**src/rtl/irqp_pkg.sv**
```systemverilog
package irqp_pkg;
    localparam int PRIO_W = 8;
    localparam int SRC_W  = 24;
    localparam int WORD_W = PRIO_W + SRC_W;

    typedef logic [PRIO_W-1:0] prio_t;
    typedef logic [SRC_W-1:0]  src_t;

    localparam prio_t PRIO_NONE = '1;
endpackage

```
**src/rtl/irqp_ipi_chk.sv**
```systemverilog
module irqp_ipi_chk
    import irqp_pkg::*;
#(
    parameter int OWNER_W = 2,
    parameter int IPI_NUM = 2
) (
    input  logic               en_i,
    input  src_t               xisr_i,
    input  prio_t              pprio_i,
    input  logic               own_v_i,
    input  logic [OWNER_W-1:0] own_i,
    input  prio_t              mfrr_i,
    output src_t               xisr_o,
    output prio_t              pprio_o,
    output logic               own_v_o,
    output logic               raise_o,
    output logic               rej_v_o,
    output src_t               rej_src_o,
    output logic [OWNER_W-1:0] rej_own_o
);
    localparam src_t IPI_SRC = src_t'(IPI_NUM);

    logic keep;

    always_comb begin
        keep      = (xisr_i != '0) && (pprio_i <= mfrr_i);
        xisr_o    = xisr_i;
        pprio_o   = pprio_i;
        own_v_o   = own_v_i;
        raise_o   = 1'b0;
        rej_v_o   = 1'b0;
        rej_src_o = xisr_i;
        rej_own_o = own_i;
        if (en_i && !keep) begin
            rej_v_o = (xisr_i != '0) && own_v_i;
            xisr_o  = IPI_SRC;
            pprio_o = mfrr_i;
            own_v_o = 1'b0;
            raise_o = 1'b1;
        end
    end
endmodule

```
**src/rtl/irqp_req_arb.sv**
```systemverilog
module irqp_req_arb
    import irqp_pkg::*;
#(
    parameter int OWNER_W = 2
) (
    input  logic               req_v_i,
    input  src_t               req_src_i,
    input  prio_t              req_prio_i,
    input  logic [OWNER_W-1:0] req_own_i,
    input  prio_t              cppr_i,
    input  src_t               xisr_i,
    input  prio_t              pprio_i,
    input  logic               own_v_i,
    input  logic [OWNER_W-1:0] own_i,
    output logic               take_o,
    output src_t               xisr_o,
    output prio_t              pprio_o,
    output logic               own_v_o,
    output logic [OWNER_W-1:0] own_o,
    output logic               rej_v_o,
    output src_t               rej_src_o,
    output logic [OWNER_W-1:0] rej_own_o
);
    logic refuse;

    always_comb begin
        refuse    = (req_prio_i >= cppr_i) ||
                    ((xisr_i != '0) && (pprio_i <= req_prio_i));
        take_o    = 1'b0;
        xisr_o    = xisr_i;
        pprio_o   = pprio_i;
        own_v_o   = own_v_i;
        own_o     = own_i;
        rej_v_o   = 1'b0;
        rej_src_o = req_src_i;
        rej_own_o = req_own_i;
        if (req_v_i) begin
            if (refuse) begin
                rej_v_o = 1'b1;
            end else begin
                rej_v_o   = (xisr_i != '0) && own_v_i;
                rej_src_o = xisr_i;
                rej_own_o = own_i;
                take_o    = 1'b1;
                xisr_o    = req_src_i;
                pprio_o   = req_prio_i;
                own_v_o   = 1'b1;
                own_o     = req_own_i;
            end
        end
    end
endmodule

```
**src/rtl/irq_present.sv**
```systemverilog
module irq_present
    import irqp_pkg::*;
#(
    parameter int OWNER_W = 2,
    parameter int IPI_NUM = 2
) (
    input  logic                clk,
    input  logic                rst_n,
    input  logic                op_accept,
    input  logic                op_eoi,
    input  logic                op_cppr,
    input  logic                op_mfrr,
    input  logic                op_poll,
    input  logic [WORD_W-1:0]   op_wdata,
    input  logic                req_valid,
    input  logic [SRC_W-1:0]    req_src,
    input  logic [PRIO_W-1:0]   req_prio,
    input  logic [OWNER_W-1:0]  req_owner,
    output logic                irq_out,
    output logic                rd_valid,
    output logic [WORD_W-1:0]   rd_word,
    output logic [PRIO_W-1:0]   rd_mfrr,
    output logic                rej_op_valid,
    output logic [SRC_W-1:0]    rej_op_src,
    output logic [OWNER_W-1:0]  rej_op_owner,
    output logic                rej_req_valid,
    output logic [SRC_W-1:0]    rej_req_src,
    output logic [OWNER_W-1:0]  rej_req_owner,
    output logic                eoi_valid,
    output logic [SRC_W-1:0]    eoi_src,
    output logic                resend_valid
);
    typedef struct packed {
        prio_t               cppr;
        src_t                xisr;
        prio_t               pprio;
        prio_t               mfrr;
        logic                own_v;
        logic [OWNER_W-1:0]  own;
        logic                irq;
        logic                rd_v;
        logic [WORD_W-1:0]   rd_word;
        prio_t               rd_mfrr;
        logic                rop_v;
        src_t                rop_src;
        logic [OWNER_W-1:0]  rop_own;
        logic                rrq_v;
        src_t                rrq_src;
        logic [OWNER_W-1:0]  rrq_own;
        logic                eoi_v;
        src_t                eoi_src;
        logic                rs_v;
    } st_t;

    st_t st_q, st_s1, st_s2, st_d;
    logic chk_en;
    prio_t wr_prio;

    // Operation stage: at most one strobe acts, in fixed priority order.
    always_comb begin
        wr_prio       = op_wdata[PRIO_W-1:0];
        st_s1         = st_q;
        st_s1.rd_v    = 1'b0;
        st_s1.rop_v   = 1'b0;
        st_s1.rrq_v   = 1'b0;
        st_s1.eoi_v   = 1'b0;
        st_s1.rs_v    = 1'b0;
        chk_en        = 1'b0;
        if (op_accept) begin
            st_s1.rd_v    = 1'b1;
            st_s1.rd_word = {st_q.cppr, st_q.xisr};
            st_s1.rd_mfrr = st_q.mfrr;
            st_s1.irq     = 1'b0;
            st_s1.cppr    = st_q.pprio;
            st_s1.xisr    = '0;
            st_s1.pprio   = PRIO_NONE;
            st_s1.own_v   = 1'b0;
        end else if (op_eoi) begin
            st_s1.cppr    = op_wdata[WORD_W-1:SRC_W];
            st_s1.eoi_v   = 1'b1;
            st_s1.eoi_src = op_wdata[SRC_W-1:0];
            st_s1.rs_v    = (st_q.xisr == '0);
        end else if (op_cppr) begin
            st_s1.cppr = wr_prio;
            if (wr_prio < st_q.cppr) begin
                if ((st_q.xisr != '0) && (wr_prio <= st_q.pprio)) begin
                    st_s1.xisr    = '0;
                    st_s1.pprio   = PRIO_NONE;
                    st_s1.irq     = 1'b0;
                    st_s1.rop_v   = st_q.own_v;
                    st_s1.rop_src = st_q.xisr;
                    st_s1.rop_own = st_q.own;
                    st_s1.own_v   = 1'b0;
                end
            end else begin
                st_s1.rs_v = (st_q.xisr == '0);
            end
        end else if (op_mfrr) begin
            st_s1.mfrr = wr_prio;
            chk_en     = (wr_prio < st_q.cppr);
        end else if (op_poll) begin
            st_s1.rd_v    = 1'b1;
            st_s1.rd_word = {st_q.cppr, st_q.xisr};
            st_s1.rd_mfrr = st_q.mfrr;
        end
        if (st_s1.rs_v) begin
            chk_en = (st_s1.mfrr < st_s1.cppr);
        end
    end

    src_t               c_xisr, c_rej_src;
    prio_t              c_pprio;
    logic               c_own_v, c_raise, c_rej_v;
    logic [OWNER_W-1:0] c_rej_own;

    irqp_ipi_chk #(.OWNER_W(OWNER_W), .IPI_NUM(IPI_NUM)) ipi_i (
        .en_i      (chk_en),
        .xisr_i    (st_s1.xisr),
        .pprio_i   (st_s1.pprio),
        .own_v_i   (st_s1.own_v),
        .own_i     (st_s1.own),
        .mfrr_i    (st_s1.mfrr),
        .xisr_o    (c_xisr),
        .pprio_o   (c_pprio),
        .own_v_o   (c_own_v),
        .raise_o   (c_raise),
        .rej_v_o   (c_rej_v),
        .rej_src_o (c_rej_src),
        .rej_own_o (c_rej_own)
    );

    always_comb begin
        st_s2       = st_s1;
        st_s2.xisr  = c_xisr;
        st_s2.pprio = c_pprio;
        st_s2.own_v = c_own_v;
        if (c_raise) st_s2.irq = 1'b1;
        if (c_rej_v) begin
            st_s2.rop_v   = 1'b1;
            st_s2.rop_src = c_rej_src;
            st_s2.rop_own = c_rej_own;
        end
    end

    src_t               a_xisr, a_rej_src;
    prio_t              a_pprio;
    logic               a_take, a_own_v, a_rej_v;
    logic [OWNER_W-1:0] a_own, a_rej_own;

    irqp_req_arb #(.OWNER_W(OWNER_W)) arb_i (
        .req_v_i    (req_valid),
        .req_src_i  (req_src),
        .req_prio_i (req_prio),
        .req_own_i  (req_owner),
        .cppr_i     (st_s2.cppr),
        .xisr_i     (st_s2.xisr),
        .pprio_i    (st_s2.pprio),
        .own_v_i    (st_s2.own_v),
        .own_i      (st_s2.own),
        .take_o     (a_take),
        .xisr_o     (a_xisr),
        .pprio_o    (a_pprio),
        .own_v_o    (a_own_v),
        .own_o      (a_own),
        .rej_v_o    (a_rej_v),
        .rej_src_o  (a_rej_src),
        .rej_own_o  (a_rej_own)
    );

    always_comb begin
        st_d         = st_s2;
        st_d.xisr    = a_xisr;
        st_d.pprio   = a_pprio;
        st_d.own_v   = a_own_v;
        st_d.own     = a_own;
        if (a_take) st_d.irq = 1'b1;
        st_d.rrq_v   = a_rej_v;
        st_d.rrq_src = a_rej_src;
        st_d.rrq_own = a_rej_own;
    end

    always_ff @(posedge clk) begin
        if (!rst_n) begin
            st_q       <= '0;
            st_q.pprio <= PRIO_NONE;
            st_q.mfrr  <= PRIO_NONE;
        end else begin
            st_q <= st_d;
        end
    end

    assign irq_out       = st_q.irq;
    assign rd_valid      = st_q.rd_v;
    assign rd_word       = st_q.rd_word;
    assign rd_mfrr       = st_q.rd_mfrr;
    assign rej_op_valid  = st_q.rop_v;
    assign rej_op_src    = st_q.rop_src;
    assign rej_op_owner  = st_q.rop_own;
    assign rej_req_valid = st_q.rrq_v;
    assign rej_req_src   = st_q.rrq_src;
    assign rej_req_owner = st_q.rrq_own;
    assign eoi_valid     = st_q.eoi_v;
    assign eoi_src       = st_q.eoi_src;
    assign resend_valid  = st_q.rs_v;
endmodule

```
**config.mk**
```make
export PLATFORM = sky130hd
export DESIGN_NAME = irq_present
export DESIGN_NICKNAME = d
export VERILOG_FILES = /design/src/rtl/irqp_pkg.sv /design/src/rtl/irqp_ipi_chk.sv /design/src/rtl/irqp_req_arb.sv /design/src/rtl/irq_present.sv
export SDC_FILE = /design/constraint.sdc
export NUM_CORES = 1
export LEC_CHECK = 0
export ABC_AREA = 0
export BUFFER_PORTS_ARGS = -buffer_cell sky130_fd_sc_hd__clkbuf_2
export CAP_MARGIN = 0
export CORE_MARGIN = 3
export CORE_UTILIZATION = 49
export CTS_CLUSTER_DIAMETER = 50
export DETAILED_ROUTE_END_ITERATION = 12
export MAX_ROUTING_LAYER = met4
export PLACE_DENSITY = 0.81
export SLEW_MARGIN = 20
export SYNTH_ARGS = -nofsm -noshare
export SYNTH_HDL_FRONTEND = slang
export SYNTH_SLANG_ARGS = --single-unit
```
**constraint.sdc**
```tcl
create_clock -name clk -period 7 [get_ports clk]
set_clock_uncertainty 0.15 [all_clocks]
set_input_delay 1.05 -clock clk [delete_from_list [all_inputs] [get_ports clk]]
set_output_delay 1.05 -clock clk [all_outputs]
set_load 0.03 [all_outputs]
```
==> impl_metrics.json, run 1 <==
{
  "synth_edf_count": 0,
  "required_ns": 7.21,
  "cts-root-buf": "clkbuf_16",
  "power.density_mw_per_mm2": 268,
  "hp-class": "flip-flop to flip-flop",
  "max_freq_ghz": 0.155,
  "final_util": 0.562,
  "cts_tree": "built",
  "place.gp.congestion": 0.917,
  "die_w_um": 138,
  "worstPathMaxFanout": 26,
  "worst_pin_slew_ns": 0.965,
  "nets": 1192,
  "die_area_mm2": 0.0189,
  "yosysWarnings": 0,
  "ir_worst_vdd_uv": 183,
  "reg2reg_depth": 27,
  "finalCriticalPeriod_ns": 6.45,
  "cts_made_buffers": 17,
  "cts_max_level": 4,
  "worstHoldStart": "rd_word[25]$_SDFFE_PN0P_",
  "postSynthNetCount": 1126,
  "remaining_drc_errors": 0,
  "clk_pin_slew_worst_paths_ns": 0.07,
  "dp_hpwl_um": 15700,
  "worstSetupEndpointType": "flip-flop",
  "antennaDiodeCount": 0,
  "holdPathEnd": "rd_word[25]$_SDFFE_PN0P_",
  "die_y_um": 138,
  "instances_no_fill": 1305,
  "synth_cell_type_count": 56,
  "io_pins": 196,
  "post_cts_buffers": 0,
  "yosysTopAreaCell": "dfxtp_1",
  "antenna_found_initial": 0,
  "synth_cells": 1006,
  "hold_path_depth": 2,
  "worstPathArrival_ns": 6.66,
  "reg2reg_from": "st_q[170]$_SDFF_PN0_",
  "netlist_area_mm2": 0.00849,
  "setup_tns_ns": 0,
  "area.growth.synth_to_final_pct": 11.0,
  "clock_latency_ns": 0.43,
  "power.leakage_nw": 4.31,
  "synth.yosys.seq_area_share": 0.408,
  "synthFlopType": "dfxtp_1",
  "viasPerCell": 5.34,
  "io_buffer_count": 195,
  "coreArea_mm2": 0.0168,
  "final_antenna_net_count": 0,
  "vias": 6974,
  "place_inst": 1273,
  "fin_crit_sh": 0.921,
  "hold_viol": 0,
  "drt-pass1-iter-count": 4,
  "synth_area_leaders": "dfxtp_1 41%, buf_4 11%, nand2_1 10%, ha_1 6.8%, mux2i_1 5.9%",
  "synth_top_cell_area_share": 0.408,
  "setup_viol": 0,
  "start_util": 0.506,
  "outcome": "completed",
  "final_layout_size_suffix_gt1_frac": 0.244,
  "wirelength_um": 21400,
  "p_total_mw": 2.52,
  "clock-sinks": 173,
  "core.rowCount": 47,
  "synth_seq_cells": 173,
  "drtIter0Drc": 456,
  "grt_pass1_vias": 6708,
  "cap_violations": 0,
  "avgSynthCellArea_um2": 8.44,
  "route.detailed.wl_per_inst_um": 16.4,
  "rsz0062_at_grt": "false",
  "clockBufferDepth": 2,
  "relSlewSlack": 0.355,
  "start_kind": "input pin",
  "synth_most_common_cell": "nand2_1",
  "grt_pass1_wl_um": 33600,
  "grt.overflow.total": 0,
  "async_reset_ff_frac": 0,
  "r2r-end": "st_q[142]$_SDFF_PN0_",
  "critical_path_class": "input pin to flip-flop",
  "worst-r2r-setup-slack_ns": 0.92,
  "grt_usage": 0.231,
  "final_max_slew_viol_count": 0,
  "grt_max_degree": 75,
  "synth_common_cells": "229 x nand2_1, 173 x dfxtp_1, 122 x buf_4"
}
-- registers in the layout, indices dropped and copies added (netlist names) --
| name | count |
|---|---|
| rej_req_owner | 2 |
| rej_op_src | 24 |
| rd_valid | 1 |
| irq_out | 1 |
| rd_mfrr | 8 |
| rej_req_valid | 1 |
| rd_word | 32 |
| st_q | 51 |
| rej_op_owner | 2 |
| rej_req_src | 24 |
| rej_op_valid | 1 |
| eoi_valid | 1 |
| resend_valid | 1 |
| eoi_src | 24 |
-- through the flow --
| stage | hold WS, ns | setup slack, ns | instance area (µm²) |
|---|---|---|---|
| final | 0.301 | 0.550 | 9420 |
| after global routing | 0.328 | 0.0664 | 9420 |
| after CTS | 0.304 | 0.485 | 9410 |
| after detailed placement | 0.295 | 0.0751 | 8810 |
| after global placement | 0.288 | 0.331 | 8810 |
| after floorplan | 0.282 | 0.527 | 8490 |
-- per-layer routing --
layer / vias to the layer above / GRT usage / part of all wire
met3: 45 / 0.0515 / 0.076
met1: 3205 / 0.303 / 0.45
met2: 300 / 0.349 / 0.45
li1: 3424 / - / -
met5: - / - / 0
met4: 0 / 0.0892 / 0.029
-- how the worst max path moves through the flow --
stage | startpoint | end | slack, ns | cells after the start
floorplan | op_wdata[5] | st_q[138]$_SDFF_PN1_ | 0.53 | 26
global placement | op_wdata[5] | st_q[145]$_SDFF_PN0_ | 0.33 | 26
detailed placement | op_wdata[5] | st_q[143]$_SDFF_PN0_ | 0.08 | 26
CTS | op_wdata[5] | st_q[143]$_SDFF_PN0_ | 0.48 | 26
global route | op_wdata[6] | st_q[142]$_SDFF_PN0_ | 0.07 | 29
finish | op_wdata[5] | st_q[142]$_SDFF_PN0_ | 0.55 | 27
-- timing repair --
action	4_1_cts	5_1_grt
setup endpoints to repair	0	12
resized for setup	0	1
hold buffers	0	0
-- power by group --
group / total (mW) / switching [mW] / internal (mW) / leakage (nW)
Combinational: 0.487 / 0.318 / 0.169 / 2.60
Sequential: 1.09 / 0.0403 / 1.04 / 1.42
Clock: 0.951 / 0.439 / 0.512 / 0.290
-- kinds of logic (layout without fill, tap and decap cells) --
logic type | count (synthesis) | after routing | share of synthesized area
simple gates | 316 | 316 | 0.156
compound gates | 202 | 202 | 0.155
fa+ha+maj | 46 | 46 | 0.0678
buf+inv | 218 | 297 | 0.154
flops | 173 | 173 | 0.408
mux | 51 | 51 | 0.0603
-- critical path, stage by stage --
cell,delay [ns]
clkbuf_2,0.13
ha_1,0.33
a211oi_1,0.34
o21a_1,0.20
o31ai_1,0.14
o31ai_1,0.30
buf_4,0.20
nor2_1,0.06
inv_1,0.06
ha_1,0.25
a211oi_1,0.29
a31oi_1,0.12
nor2_1,0.09
a31oi_1,0.07
o21ai_2,0.26
buf_4,0.22
mux2i_1,0.27
ha_1,0.26
and3_1,0.17
a221o_1,0.34
a21oi_1,0.19
a31oi_1,0.09
nor3_1,0.33
a221o_2,0.28
buf_4,0.30
o21ai_0,0.13
a31oi_1,0.18
-- cell type report --
| type | instances | area [µm²] |
|---|---|---|
| multi-input cells | 615 | 3740 |
| flip-flops and latches | 173 | 3460 |
| inverters | 47 | 176 |
| repair buffers | 218 | 1160 |
| clock buffers | 18 | 429 |
| clock inverters | 14 | 170 |
| well taps | 220 | 275 |
| fillers | 1545 | 7340 |
-- cell usage in the layout (no fill, tap or decap), types with 2 or more instances in the layout --
master,synthesis,final
a211oi_1,6,6
a21boi_0,26,26
a21boi_1,2,2
a21o_1,9,9
a21oi_1,62,62
a31oi_1,6,6
and2_1,4,4
and3_1,3,3
and4_1,4,4
buf_4,122,23
clkbuf_16,0,17
clkbuf_2,0,194
clkinv_4,0,3
clkinv_8,0,2
dfxtp_1,173,173
ha_1,46,46
inv_1,47,47
inv_6,0,2
inv_8,0,5
mux2i_1,50,50
nand2_1,229,229
nand2b_1,2,2
nand3_1,7,7
nand4_1,3,3
nor2_1,44,43
nor2b_1,3,2
nor3_1,2,2
nor4_1,5,5
o211ai_1,2,2
o21a_1,7,7
o21ai_0,15,15
o21ai_1,3,3
o22ai_1,46,46
o31ai_1,3,3
Note: power is estimated with default switching activity, not from simulation.
==> run 2: changes to the inputs <==
- CELL_PAD_IN_SITES_DETAIL_PLACEMENT: not set -> 2
- CELL_PAD_IN_SITES_GLOBAL_PLACEMENT: not set -> 2
- CORE_UTILIZATION: 49 -> 32
- PLACE_DENSITY: 0.81 -> 0.88
==> run 2 against run 1 <==
Compared with the run above: register-to-register slack got worse by 0.39 ns; core utilization decreased by 18 points; routed wire length increased by 39%; sequential share of layout area decreased by 1.2 points; non-clock buffer count increased by 8; die area increased by 51%; largest cell class unchanged.
==> impl_metrics.json, run 2 (same netlist as run 1, synthesis figures left out) <==
{
  "worstPathArrival_ns": 6.89,
  "power.leakage_nw": 4.38,
  "power.density_mw_per_mm2": 275,
  "nets": 1200,
  "relSlewSlack": 0.336,
  "grt_pass1_wl_um": 46000,
  "required_ns": 7.15,
  "mostFrequentLayoutCell": "nand2_1",
  "final_max_slew_viol_count": 0,
  "cts-root-buf": "clkbuf_16",
  "die_w_um": 169,
  "die_y_um": 169,
  "io_buffer_count": 195,
  "grt_max_degree": 77,
  "clockBufferDepth": 2,
  "fin_crit_sh": 0.963,
  "hold_ws_ns": 0.306,
  "io_pins": 196,
  "layout_common_cells": "229 x nand2_1, 194 x clkbuf_2, 173 x dfxtp_1, 61 x a21oi_1, 49 x mux2i_1",
  "clk_pin_slew_worst_paths_ns": 0.07,
  "final_layout_size_suffix_gt1_frac": 0.254,
  "drtIter0Drc": 345,
  "place_area_mm2": 0.00898,
  "clock_latency_ns": 0.43,
  "route.detailed.wl_per_inst_um": 21.0,
  "hold_buffers": 0,
  "finalInstanceArea_mm2": 0.00973,
  "grt.overflow.total": 0,
  "worstPathMaxFanout": 23,
  "core.rowCount": 58,
  "dp_hpwl_um": 21900,
  "cts_tree": "built",
  "critical_path.top_delay_family": "compound AO/OA/AOI/OAI gates",
  "critical_path_class": "input pin to flip-flop",
  "final_util": 0.380,
  "largest_register_ff_count": 51,
  "hold_viol": 0,
  "hp-class": "flip-flop to flip-flop",
  "coreArea_mm2": 0.0256,
  "remaining_drc_errors": 0,
  "hold_path_depth": 2,
  "viasPerCell": 5.12,
  "worstSetupEndpointType": "flip-flop",
  "final_antenna_net_count": 0,
  "antenna_found_initial": 1,
  "slowest_stage": "o21ai_4",
  "grt_pass1_vias": 8050,
  "instances_no_fill": 1424,
  "path_depth": 28,
  "largest_register": "st_q",
  "ir_worst_vdd_uv": 104,
  "vias": 7289,
  "reg2reg_depth": 28,
  "cap_violations": 0,
  "clock-sinks": 173,
  "cts_max_level": 4,
  "area.growth.synth_to_final_pct": 14.7,
  "path_buf_inv": 5,
  "drt-pass1-iter-count": 4,
  "die_area_mm2": 0.0285,
  "finalCriticalPeriod_ns": 6.74,
  "place_inst": 1386,
  "wirelength_um": 29800,
  "outcome": "completed",
  "setup_viol": 0,
  "worst_pin_slew_ns": 0.995,
  "max_stage_delay_ns": 0.36,
  "start_kind": "input pin",
  "max_freq_ghz": 0.148,
  "worst-r2r-setup-slack_ns": 0.53,
  "cts_made_buffers": 17,
  "place.gp.congestion": 0.848,
  "start_util": 0.331,
  "p_total_mw": 2.68,
  "grt_usage": 0.210
}
## run 2: cell types whose count changed in the layout (fill, tap and decap cells not counted), moves of 2 or more
cell	before	now
inv_8	5	2
buf_4	23	28
buf_12	1	3
inv_6	2	4
clkinv_4	3	1
clkinv_8	2	6
## run 2: final timing paths
check,startpoint,endpoint
setup / recovery,op_wdata[5],rej_req_src[0]$_SDFF_PN0_
hold / removal,rd_word[19]$_SDFFE_PN0P_,rd_word[19]$_SDFFE_PN0P_
setup reg to reg,st_q[139]$_SDFF_PN1_,rej_req_src[0]$_SDFF_PN0_
hold reg to reg,rd_word[19]$_SDFFE_PN0P_,rd_word[19]$_SDFFE_PN0P_
## run 2: power breakdown
group	switching (mW)	leakage (nW)	internal, mW
Sequential	0.0454	1.42	1.04
Combinational	0.364	2.65	0.184
Clock	0.485	0.313	0.555
## run 2: metrics by stage
stage	TNS, ns	setup WS [ns]
2_1_floorplan	0	0.527
3_3_place_gp	0	0.308
3_5_place_dp	-8.13	-0.224
4_1_cts	0	0.0589
5_1_grt	-0.624	-0.0606
6_report	0	0.262
## run 2: area by class of cell
cell class,count,area (µm²)
Clock buffer,17,425
Multi-Input combinational cell,615,3760
Clock inverter,15,224
Inverter,47,176
Sequential cell,173,3460
Fill cell,2932,15900
Antenna cell,1,2.50
Tap cell,330,413
Timing Repair Buffer,226,1270
## run 2: routing by layer
| layer | vias up | part of all wire | track usage |
|---|---|---|---|
| li1 | 3428 | - | - |
| met1 | 3630 | 0.43 | 0.252 |
| met2 | 190 | 0.51 | 0.365 |
| met3 | 41 | 0.039 | 0.0318 |
| met4 | 0 | 0.022 | 0.0647 |
| met5 | - | 0 | - |
## run 2: timing repair
item,4_1_cts,5_1_grt
setup buffers,0,4
endpoints found under the setup margin,0,62
resized for setup,0,6
## run 2: worst reg2reg max path: cells and delay by family, from the launching register on
kind	cells	cell delay [ns]
flops	1	0.45
simple gates	5	0.93
fa+ha+maj	3	0.95
mux	2	0.48
buf+inv	5	0.92
compound gates	13	2.48
==> run 3: changes to the inputs <==
- CORE_UTILIZATION: 32 -> 33
- PLACE_DENSITY: 0.88 -> 0.87
- SYNTH_HIERARCHICAL: not set -> 1
==> run 3 against run 2 <==
Compared with the run above: critical path depth fell by 7; combinational power rose by 11%; hold slack got worse by 0.0056 ns; register-to-register slack improved by 0.23 ns; sequential power barely moved; highest routed layer unchanged.
==> impl_metrics.json, run 3 <==
{
  "hold_viol": 0,
  "grt_usage": 0.210,
  "max_freq_ghz": 0.152,
  "remaining_drc_errors": 0,
  "sw_frac_of_total": 0.309,
  "postSynthNetCount": 1245,
  "synth.yosys.seq_area_share": 0.350,
  "clkPwrFrac": 0.382,
  "core.rowCount": 62,
  "crit_chain": "clkbuf_2 -> ha_1 -> nand4_1 -> nand2b_1 -> o22ai_1 -> o41a_1 -> nand2_1 -> ha_1 -> nand4_1 -> o21ai_0 -> nor2b_1 -> a221oi_4 -> mux2_2 -> ha_1 -> nor2b_1 -> o211ai_1 -> a211oi_1 -> o31ai_4 -> buf_12 -> mux2_2 -> and2_1",
  "seqPwrFrac": 0.396,
  "area.growth.synth_to_final_pct": 9.12,
  "yosysTopAreaCell": "dfxtp_1",
  "cts-root-buf": "clkbuf_16",
  "use_met2": 0.333,
  "fin_crit_sh": 0.937,
  "antennaDiodeCount": 0,
  "relSlewSlack": 0.330,
  "grt_pass1_wl_um": 50600,
  "setup_viol": 0,
  "wirelength_um": 33100,
  "clockBufferDepth": 2,
  "die_w_um": 179,
  "path_buf_inv": 2,
  "slowest_stage": "o41a_1",
  "crit_top_cell": "ha_1",
  "instances_no_fill": 1549,
  "p_total_mw": 2.76,
  "synth_top_cell_area_share": 0.350,
  "combPwrFrac": 0.221,
  "die_area_mm2": 0.0321,
  "critical_path.top_delay_family": "compound AO/OA/AOI/OAI gates",
  "nets": 1274,
  "yosysWarnings": 6,
  "final_max_slew_viol_count": 0,
  "route.detailed.wl_per_inst_um": 21.3,
  "final.setup.worst_slack_ns": 0.439,
  "worstSetupEndpointType": "flip-flop",
  "switching_power_uw": 853,
  "synth_area_leaders": "dfxtp_1 35%, buf_4 11%, mux2_4 7.7%, and2_1 6.6%, ha_1 5.8%",
  "intPower_mw": 1.91,
  "outcome": "completed",
  "drt-pass1-iter-count": 5,
  "use_met1": 0.272,
  "synth_common_cells": "173 x dfxtp_1, 145 x nand2_1, 142 x buf_4",
  "grt_max_degree": 92,
  "clock-sinks": 173,
  "clk_pin_slew_worst_paths_ns": 0.06,
  "layout_common_cells": "195 x clkbuf_2, 173 x dfxtp_1, 145 x nand2_1, 105 x and2_1, 96 x a21oi_1",
  "cts_max_level": 4,
  "cts_made_buffers": 17,
  "power.leakage_nw": 5.05,
  "largest_register_ff_count": 51,
  "hp-class": "flip-flop to flip-flop",
  "final_util": 0.371,
  "drtIter0Drc": 456,
  "cts_tree": "built",
  "cap_violations": 0,
  "antenna_found_initial": 0,
  "required_ns": 7.18,
  "io_buffer_count": 195,
  "worst_pin_slew_ns": 1.00,
  "start_util": 0.340,
  "synth_cell_type_count": 51,
  "largest_register": "st_q",
  "coreArea_mm2": 0.0291,
  "grt.overflow.total": 0,
  "mostFrequentLayoutCell": "clkbuf_2",
  "start_kind": "input pin",
  "final_layout_size_suffix_gt1_frac": 0.300,
  "synth_edf_count": 0,
  "place.gp.congestion": 0.900,
  "synth_seq_cells": 173,
  "grtUsageMet3": 0.0383,
  "vias": 7875,
  "finalCriticalPeriod_ns": 6.56,
  "max_stage_delay_ns": 0.49,
  "io_pins": 196,
  "power.density_mw_per_mm2": 256,
  "place_inst": 1518,
  "worstPathMaxFanout": 44,
  "setup_tns_ns": 0,
  "synth_cells": 1125,
  "netlist_area_mm2": 0.00989,
  "ir_worst_vdd_uv": 172,
  "busiest_layer": "met2",
  "synth_most_common_cell": "dfxtp_1",
  "die_y_um": 179,
  "synthFlopType": "dfxtp_1",
  "dp_hpwl_um": 24800,
  "critical_path_class": "input pin to flip-flop",
  "avgSynthCellArea_um2": 8.80,
  "rsz0062_at_grt": "false",
  "viasPerCell": 5.08,
  "place_ws_ns": -0.00822,
  "async_reset_ff_frac": 0,
  "worstPathArrival_ns": 6.74,
  "clock_latency_ns": 0.44,
  "final_antenna_net_count": 0,
  "grt_pass1_vias": 8597
}
==> run 3: changes by cell type after synthesis, sizes merged, moves of 16 or more <==
cell / delta
a21oi: +34
and2: +101
mux2: +65
a21boi: -28
mux2i: -38
buf: +21
nor4: +16
nand2: -84
a221oi: +24
o22ai: -43
==> run 3: tightest hold or removal path, cell delays in order, from the launching register on <==
cell and delay, ns:
dfxtp_1 0.31, nand2_1 0.05, a21oi_1 0.05
==> run 3: power groups by stage <==
| stage | Combinational [mW] | Sequential [mW] | Clock (mW) |
|---|---|---|---|
| after floorplan | 0.482 | 1.10 | 0 |
| after global placement | 0.569 | 1.11 | 0 |
| final | 0.611 | 1.09 | 1.05 |
| after global routing | 0.668 | 1.10 | 1.11 |
| after CTS | 0.611 | 1.09 | 1.07 |
| after detailed placement | 0.602 | 1.11 | 0 |
==> run 3: final timing paths <==
check	startpoint	endpoint	slack, ns	depth (start not counted)
hold / removal	rd_word[28]$_SDFFE_PN0P_	rd_word[28]$_SDFFE_PN0P_	0.30	2
hold reg to reg	rd_word[28]$_SDFFE_PN0P_	rd_word[28]$_SDFFE_PN0P_	0.30	2
setup reg to reg	st_q[136]$_SDFF_PN1_	st_q[164]$_SDFF_PN0_	0.76	21
setup / recovery	op_wdata[5]	st_q[164]$_SDFF_PN0_	0.44	21
==> run 3: cell families after synthesis <==
| kind of cell | after synthesis | synth area share |
|---|---|---|
| multiplexers | 78 | 0.107 |
| flip-flops | 173 | 0.350 |
| adder cells (fa/ha/maj) | 46 | 0.0582 |
| AND/OR/NAND/NOR | 380 | 0.192 |
| AO/OA/AOI/OAI | 188 | 0.134 |
| buffers and inverters | 260 | 0.159 |
==> run 3: timing repair <==
action / 4_1_cts / 5_1_grt
buffers inserted: 0 / 0
setup endpoints to repair: 0 / 1
gates resized for setup: 0 / 0
hold buffers: 0 / 0
==> run 3: final cells by class <==
cell class	count	area [µm²]
Sequential cell	173	3460
Timing Repair Buffer	213	1120
Inverter	56	210
Clock buffer	19	453
Clock inverter	11	179
Tap cell	384	480
Multi-Input combinational cell	693	4890
Fill cell	3261	18300
==> run 3: metal layers <==
layer,vias up,share of wire
met5,-,0
met4,0,0.024
met3,56,0.043
met2,196,0.47
met1,3914,0.46
li1,3709,-
==> run 3: through the flow <==
| stage | cell area [µm²] | hold WS [ns] |
|---|---|---|
| after global routing | 10800 | 0.326 |
| after CTS | 10800 | 0.307 |
| after detailed placement | 10100 | 0.298 |
| final | 10800 | 0.300 |
| after global placement | 10100 | 0.291 |
| after floorplan | 9890 | 0.282 |
